--- src/rtl/ircc_pkg.sv ---
package ircc_pkg;

   localparam int PRE_W = 7;

   // control register bit positions
   localparam int C_RUN  = 0;
   localparam int C_DIVL = 1;
   localparam int C_IR   = 3;
   localparam int C_OVFE = 4;
   localparam int CTRL_W = 5;

   // register addresses
   localparam int A_CTRL   = 0;
   localparam int A_PERIOD = 1;
   localparam int A_FCLR   = 2;
   localparam int A_CHBASE = 4;

   typedef enum logic [1:0] {
      EDGE_NONE = 2'b00,
      EDGE_RISE = 2'b01,
      EDGE_FALL = 2'b10,
      EDGE_BOTH = 2'b11
   } edge_sel_e;

   typedef struct packed {
      logic      irq_en;
      edge_sel_e edge_sel;
      logic      cap_mode;
   } ch_cfg_t;

   function automatic logic [PRE_W-1:0] div_mask(input logic [1:0] sel);
      case (sel)
         2'b00:   div_mask = PRE_W'(0);
         2'b01:   div_mask = PRE_W'(7);
         2'b10:   div_mask = PRE_W'(31);
         default: div_mask = PRE_W'(127);
      endcase
   endfunction

endpackage

--- src/rtl/ircc_prescale.sv ---
module ircc_prescale
   import ircc_pkg::*;
(
   input  logic       clk,
   input  logic       rst_n,
   input  logic       run,
   input  logic [1:0] sel,
   output logic       tick
);
   logic [PRE_W-1:0] pre_q;
   logic [PRE_W-1:0] mask;

   assign mask = div_mask(sel);
   assign tick = run && ((pre_q & mask) == mask);

   always_ff @(posedge clk or negedge rst_n) begin
      if (!rst_n)   pre_q <= '0;
      else if (!run) pre_q <= '0;
      else          pre_q <= pre_q + 1'b1;
   end
endmodule

--- src/rtl/ircc_counter.sv ---
module ircc_counter #(
   parameter int CNT_W = 16
) (
   input  logic             clk,
   input  logic             rst_n,
   input  logic             run,
   input  logic             step,
   input  logic [CNT_W-1:0] period_shadow,
   output logic [CNT_W-1:0] count,
   output logic             wrap,
   output logic             load
);
   logic [CNT_W-1:0] cnt_q;
   logic [CNT_W-1:0] per_act;

   assign wrap  = run && step && (cnt_q >= per_act);
   assign load  = !run || wrap;
   assign count = cnt_q;

   always_ff @(posedge clk or negedge rst_n) begin
      if (!rst_n) begin
         cnt_q   <= '0;
         per_act <= '1;
      end else if (!run) begin
         cnt_q   <= '0;
         per_act <= period_shadow;
      end else if (step) begin
         if (cnt_q >= per_act) begin
            cnt_q   <= '0;
            per_act <= period_shadow;
         end else begin
            cnt_q <= cnt_q + 1'b1;
         end
      end
   end
endmodule

--- src/rtl/ircc_channel.sv ---
module ircc_channel
   import ircc_pkg::*;
#(
   parameter int CNT_W = 16
) (
   input  logic             clk,
   input  logic             rst_n,
   input  logic             load,
   input  ch_cfg_t          cfg,
   input  logic [CNT_W-1:0] cmp_shadow,
   input  logic [CNT_W-1:0] count,
   input  logic             pin,
   output logic             pwm,
   output logic [CNT_W-1:0] cap_value,
   output logic             cap_event,
   output logic [CNT_W-1:0] cmp_act
);
   logic pin_q;
   logic rise;
   logic fall;

   assign rise      = pin && !pin_q;
   assign fall      = !pin && pin_q;
   assign cap_event = cfg.cap_mode &&
                      ((cfg.edge_sel[0] && rise) || (cfg.edge_sel[1] && fall));
   assign pwm       = !cfg.cap_mode && (count < cmp_act);

   always_ff @(posedge clk or negedge rst_n) begin
      if (!rst_n) begin
         pin_q     <= 1'b0;
         cmp_act   <= '0;
         cap_value <= '0;
      end else begin
         pin_q <= pin;
         if (load)      cmp_act   <= cmp_shadow;
         if (cap_event) cap_value <= count;
      end
   end
endmodule

--- src/rtl/ircc_timer.sv ---
module ircc_timer
   import ircc_pkg::*;
#(
   parameter int CNT_W  = 16,
   parameter int NCH    = 5,
   parameter int IR_CH  = 0,
   parameter int ADDR_W = 4
) (
   input  logic                 clk,
   input  logic                 rst_n,
   input  logic                 wr_en,
   input  logic [ADDR_W-1:0]    wr_addr,
   input  logic [CNT_W-1:0]     wr_data,
   input  logic                 carrier_tick,
   input  logic                 carrier_lvl,
   input  logic [NCH-1:0]       cap_pin,
   output logic [NCH-1:0]       pwm_out,
   output logic                 ir_out,
   output logic [CNT_W-1:0]     count,
   output logic [NCH*CNT_W-1:0] cap_value,
   output logic [NCH:0]         flags,
   output logic                 irq
);
   localparam int TOP_ADDR = A_CHBASE + 2*NCH;

   if (NCH < 1)                     $error("NCH must be at least 1");
   if (IR_CH < 0 || IR_CH >= NCH)   $error("IR_CH out of range");
   if (CNT_W < NCH + 1 || CNT_W < CTRL_W) $error("CNT_W too narrow");
   if ((1 << ADDR_W) < TOP_ADDR)    $error("ADDR_W too narrow");

   logic [CTRL_W-1:0] ctrl_q;
   logic [CNT_W-1:0]  period_q;
   logic              run, ir_mode, ovf_en;
   logic              pre_tick, step, wrap, load;
   logic              ovf_flag;
   logic [NCH-1:0]    ch_flag, ch_en, cap_evt;
   logic [NCH:0]      clr;
   logic [NCH*CNT_W-1:0] cmp_act_flat;

   assign run     = ctrl_q[C_RUN];
   assign ir_mode = ctrl_q[C_IR];
   assign ovf_en  = ctrl_q[C_OVFE];
   assign step    = ir_mode ? carrier_tick : pre_tick;
   assign clr     = (wr_en && wr_addr == ADDR_W'(A_FCLR)) ? wr_data[NCH:0] : '0;

   always_ff @(posedge clk or negedge rst_n) begin
      if (!rst_n) begin
         ctrl_q   <= '0;
         period_q <= '1;
      end else if (wr_en) begin
         if (wr_addr == ADDR_W'(A_CTRL))   ctrl_q   <= wr_data[CTRL_W-1:0];
         if (wr_addr == ADDR_W'(A_PERIOD)) period_q <= wr_data;
      end
   end

   ircc_prescale u_pre (
      .clk  (clk),
      .rst_n(rst_n),
      .run  (run),
      .sel  (ctrl_q[C_DIVL +: 2]),
      .tick (pre_tick)
   );

   ircc_counter #(.CNT_W(CNT_W)) u_cnt (
      .clk          (clk),
      .rst_n        (rst_n),
      .run          (run),
      .step         (step),
      .period_shadow(period_q),
      .count        (count),
      .wrap         (wrap),
      .load         (load)
   );

   for (genvar ch = 0; ch < NCH; ch++) begin : g_ch
      localparam int A_CFG = A_CHBASE + 2*ch;
      localparam int A_CMP = A_CHBASE + 2*ch + 1;
      ch_cfg_t          cfg_q;
      logic [CNT_W-1:0] cmp_q;

      always_ff @(posedge clk or negedge rst_n) begin
         if (!rst_n) begin
            cfg_q <= '0;
            cmp_q <= '0;
         end else if (wr_en) begin
            if (wr_addr == ADDR_W'(A_CFG)) cfg_q <= ch_cfg_t'(wr_data[3:0]);
            if (wr_addr == ADDR_W'(A_CMP)) cmp_q <= wr_data;
         end
      end

      ircc_channel #(.CNT_W(CNT_W)) u_ch (
         .clk       (clk),
         .rst_n     (rst_n),
         .load      (load),
         .cfg       (cfg_q),
         .cmp_shadow(cmp_q),
         .count     (count),
         .pin       (cap_pin[ch]),
         .pwm       (pwm_out[ch]),
         .cap_value (cap_value[ch*CNT_W +: CNT_W]),
         .cap_event (cap_evt[ch]),
         .cmp_act   (cmp_act_flat[ch*CNT_W +: CNT_W])
      );

      assign ch_en[ch] = cfg_q.irq_en;

      always_ff @(posedge clk or negedge rst_n) begin
         if (!rst_n)            ch_flag[ch] <= 1'b0;
         else if (cap_evt[ch])  ch_flag[ch] <= 1'b1;
         else if (clr[ch+1])    ch_flag[ch] <= 1'b0;
      end
   end

   always_ff @(posedge clk or negedge rst_n) begin
      if (!rst_n)      ovf_flag <= 1'b0;
      else if (wrap)   ovf_flag <= 1'b1;
      else if (clr[0]) ovf_flag <= 1'b0;
   end

   assign flags  = {ch_flag, ovf_flag};
   assign irq    = (ovf_flag && ovf_en) || |(ch_flag & ch_en);
   assign ir_out = ir_mode && carrier_lvl && pwm_out[IR_CH];

endmodule

--- config.mk ---
export PLATFORM = sky130hd
export DESIGN_NAME = ircc_timer
export DESIGN_NICKNAME = d
export VERILOG_FILES = /design/src/rtl/ircc_pkg.sv /design/src/rtl/ircc_prescale.sv /design/src/rtl/ircc_counter.sv /design/src/rtl/ircc_channel.sv /design/src/rtl/ircc_timer.sv
export SDC_FILE = /design/constraint.sdc
export NUM_CORES = 1
export LEC_CHECK = 0
export BUFFER_PORTS_ARGS = -buffer_cell sky130_fd_sc_hd__clkbuf_2
export CAP_MARGIN = 20
export CORE_ASPECT_RATIO = 0.5
export CORE_MARGIN = 5
export CORE_UTILIZATION = 60
export DETAILED_ROUTE_END_ITERATION = 12
export GPL_TIMING_DRIVEN = 1
export PLACE_DENSITY = 0.8
export SYNTH_ARGS = -nofsm -noshare
export SYNTH_HDL_FRONTEND = slang
export SYNTH_HIERARCHICAL = 1
export SYNTH_SLANG_ARGS = --single-unit
--- constraint.sdc ---
create_clock -name clk -period 3.6 [get_ports clk]
set_input_delay 0.54 -clock clk [delete_from_list [all_inputs] [get_ports clk]]
set_output_delay 0.54 -clock clk [all_outputs]
set_load 0.02 [all_outputs]
==> impl_summary.md <==
Status
The run finished with clean final reports.

Setup path
The peak per-stage delay on the critical path is 920 ps. The data arrival time of the critical path is 2900 ps. The worst setup path is launched from a register. The signal on the critical path passes through ha_1 > a2111oi_0 > or4_1 > o2111a_1 > and3_1 > clkbuf_2. STA classifies the critical path endpoint as a primary output. The category of the most critical setup path is reg2out.

The biggest fanout along the worst timing path is 16. The cell with the largest stage delay on the worst path is sky130_fd_sc_hd__dfrtp_1. For the worst setup path, the data required time is 3060 ps.

Global routing
The initial antenna violation count is 0. The number of global-route vias before repair is 11300. The global-route wire length before repair is 64300 um.

In the global route stage, overall resource usage came out at 0.281. The largest net degree at the start of global routing is 100. The total grt overflow is 0.

Yosys
Of the total synthesized cell area, the portion taken by AND, OR, NAND and NOR gates is 0.0925. The share of async-settable or async-resettable flops after synthesis is 1.00. The proportion of synthesized chip area in sequential cells is 0.536.

By area the synthesized netlist is led by sky130_fd_sc_hd__dfrtp_1 48%, sky130_fd_sc_hd__mux2_2 14%, sky130_fd_sc_hd__ha_1 7.5%. The post-synthesis compound-gate area fraction came to 0.0944. The mean area per synthesized cell is 12.0 sq um. After synthesis, the most frequently instantiated cells are 299 x sky130_fd_sc_hd__dfrtp_1, 197 x sky130_fd_sc_hd__mux2_2, 122 x sky130_fd_sc_hd__nand2_1. Yosys printed 6 warnings. After synthesis the cells add up to 15500 sq um.

The dominant combinational cell family by area after synthesis is multiplexers. sky130_fd_sc_hd__dfrtp_1 takes more of the synthesized area than any other cell. The share of the synthesized area in the top cell type is 0.482.

The post-synthesis adder-cell area fraction is 0.0749. In this run, distinct cell masters in the synthesized netlist total 60. The count of mapped cells out of synthesis is 1299. The dominant cell by count in the synthesized netlist is sky130_fd_sc_hd__dfrtp_1. The number of flops mapped to enable cells by yosys is 0. The flip-flop and latch count after synthesis is 331. Of the post-synthesis cell area, the part taken by muxes is 0.152. Synthesis produced a netlist with a net count of 1422. For this run, the leading register cell type out of synthesis is sky130_fd_sc_hd__dfrtp_1. Of the total synthesized cell area, the portion taken by XOR and XNOR cells is 0.00789.

Final layout
After the last flow step, the layout net total stands at 1576. The number of standard cells in the final layout excluding fillers is 1818. The layout-stage area growth over the synthesis result is 13.3%. The post-route cell area is 17600 sq um. The share of final-layout standard cells stronger than drive strength 1 is 0.334.

The number of antenna repair diodes is 0.

Placement
The placer's final routability congestion estimate is 0.935. In this run the cell area measured after placement is 16700 sq um. The number of placed instances, taps included, is 1767. Before CTS, the worst setup slack after placement is 360 ps. The number of I/O port buffers is 138.

The final HPWL from detailed placement is 27700 um.

Power and ir drop
The net switching fraction of the power is 0.308. The cell-internal power is 0.00727 W. The relative contribution of the clock network to total power is 0.285. In this run the power spent charging and discharging nets is 0.00324 W. VDD sags by at most 394 uV. For this design the ratio of total power to cell area is 597 nW/um^2. The part of the power in combinational logic is 0.236.

The total leakage power is 8.68 nW. Of the total power, registers draw 0.479.

Die
The die is 124 um tall. The initial utilization of the core area, before any placement, comes to 0.613. The row count is 41. The area of the die is 29400 sq um. The area of the core region is 25300 sq um. The number of placed I/O pins is 139. Measured along the x axis, the die boundary spans 238 um.

Timing
The slew at the pin closest to its max-slew limit is 949 ps. The final worst-path setup slack is 157 ps. Timing would allow up to 290 MHz. In the final timing run, aggregate negative setup slack is 0 ps. The routed design could run at a clock period as short as 3440 ps. Setup repair after global routing left no endpoint under its margin. The final clock skew is 15.5 ps.

The max-slew violation count is 0. Measured against its own limit, the worst slew margin works out to 0.367. The number of endpoints failing setup at the final stage is 0. The share of the clock period used by the worst path is 0.956. The final count of hold timing violations is 0.

Clock network
In this run the deepest clock path goes through 3 buffers. For this design, the CTS-stage hold fixing added 0 buffers. The clock transition time at the flip-flop clock pins of the worst setup and hold paths is 70 ps. In this run, CTS created clock tree buffers numbering 28. The clock tree from TritonCTS is yes. The level count of the clock H-tree is 1. The tree is rooted in a sky130_fd_sc_hd__clkbuf_16. The tree built by TritonCTS fans out to 331 sinks. The clock latency at the later pin of the worst-skew pair is 560 ps.

Route
The first routing iteration left 1037 violations. The number of nets still failing antenna checks after routing is 0. The residual DRC count is 0. The first detailed-routing pass ran for 6 iterations.

The final layout contains routed wiring with a total length of 40800 um. The per-cell via count in the routed design is 6.10. Detailed routing inserted a total of 11100 vias. In the final routed layout, each cell accounts on average for 22.4 um.

Worst hold path
The type of the most critical hold path is in2async.

Run
The reported max-cap violation count is 0.
-- through the flow --
stage / utilization / total power (W) / hold WS (ps)
6_report: 0.695 / 0.0105 / 15.6
5_1_grt: 0.695 / 0.0111 / 86.1
4_1_cts: 0.695 / 0.0105 / 55.7
3_5_place_dp: 0.659 / 0.00752 / 454
3_3_place_gp: 0.658 / 0.00731 / 454
2_1_floorplan: - / 0.00667 / 244
-- placed cells by master (no fill, tap or decap), drive strengths merged, types with 2 or more instances in the layout --
| cell | Yosys | final |
|---|---|---|
| dfrtp | 299 | 299 |
| mux2 | 207 | 207 |
| clkbuf | 32 | 179 |
| nand2 | 128 | 128 |
| o21ai | 104 | 104 |
| inv | 98 | 98 |
| ha | 93 | 93 |
| a21oi | 52 | 52 |
| nor2 | 41 | 41 |
| buf | 17 | 36 |
| dfstp | 32 | 32 |
| o211ai | 19 | 19 |
| o311ai | 17 | 17 |
| nand2b | 14 | 14 |
| and4 | 13 | 13 |
| nand3 | 13 | 13 |
| nor3 | 13 | 13 |
| nand4 | 11 | 11 |
| a21o | 9 | 9 |
| nand3b | 8 | 8 |
| xnor2 | 8 | 8 |
| nor2b | 7 | 7 |
| clkinv | 0 | 7 |
| and2 | 7 | 7 |
| xor2 | 6 | 6 |
| a2111oi | 6 | 6 |
| o31ai | 5 | 5 |
| or4 | 5 | 5 |
| o2111a | 5 | 5 |
| and3 | 4 | 4 |
| a22oi | 3 | 3 |
| or3 | 3 | 3 |
| o2111ai | 3 | 3 |
| o31a | 2 | 2 |
| o221ai | 2 | 2 |
-- flip-flops by register name, indices dropped and copies added (netlist names) --
name,count
g_ch.cfg_q,15
g_ch.u_ch/pin_q,5
flags,5
g_ch.u_ch/cmp_act,80
g_ch.cmp_q,80
u_cnt/count,16
g_ch.u_ch/cap_value,80
ch_en,5
ctrl_q,5
u_pre/pre_q,7
u_cnt/per_act,16
period_q,16
ovf_flag,1
-- power groups by stage --
stage	Sequential, W	Combinational (W)	Clock, W
floorplan	0.00502	0.00165	0
global placement	0.00504	0.00227	0
detailed placement	0.00509	0.00243	0
CTS	0.00502	0.00246	0.00304
global route	0.00511	0.00276	0.00320
finish	0.00503	0.00248	0.00300
-- cells by family after synthesis --
logic type               count (synthesis)
flip-flops                             331
XOR/XNOR                                14
AO/OA/AOI/OAI                          234
adder cells (fa/ha/maj)                 93
AND/OR/NAND/NOR                        273
multiplexers                           207
buffers and inverters                  147
-- layout make-up --
cell class,count,area [sq um]
multi-input combinational,821,6570
timing repair buffer,173,1020
clock inverter,9,72.6
clock buffer,42,825
tap,344,430
inverter,98,368
fill,1794,7730
sequential,331,8330
-- worst max-delay path, delay by kind of cell, from the launching register on --
family | cells | cell delay [ps]
adders and majority gates | 1 | 330
buffers and inverters | 1 | 160
and+or+nand+nor | 2 | 700
DFF | 1 | 920
AOI/OAI and AO/OA | 2 | 240
-- final timing paths --
| check | end | slack, ps | depth (start not counted) | from |
|---|---|---|---|---|
| max in group asynchronous | g_ch[4].u_ch/cap_value[5] | 2500 | 2 | rst_n |
| setup / recovery | ir_out | 160 | 6 | u_cnt/count[3] |
| hold reg to reg | u_pre/pre_q[0] | 470 | 1 | u_pre/pre_q[0] |
| min in group clk | g_ch[4].u_ch/pin_q | 150 | 1 | cap_pin[4] |
| hold / removal | g_ch[4].cmp_q[13] | 20 | 1 | rst_n |
| setup reg to reg | g_ch[4].u_ch/cmp_act[9] | 440 | 9 | u_cnt/count[3] |
-- timing repair --
item                                    CTS  global route
resized for setup                         0             3
setup buffers                             0             0
endpoints found under the setup margin    0             1
-- routing by layer --
layer,global-route usage,routed length [um],up-vias
li1,-,-,4899
met4,0.0756,1130,0
met1,0.379,17000,5646
met2,0.473,19400,459
met5,0,0,-
met3,0.0611,3190,93
Power figures use the tool's default switching activity.
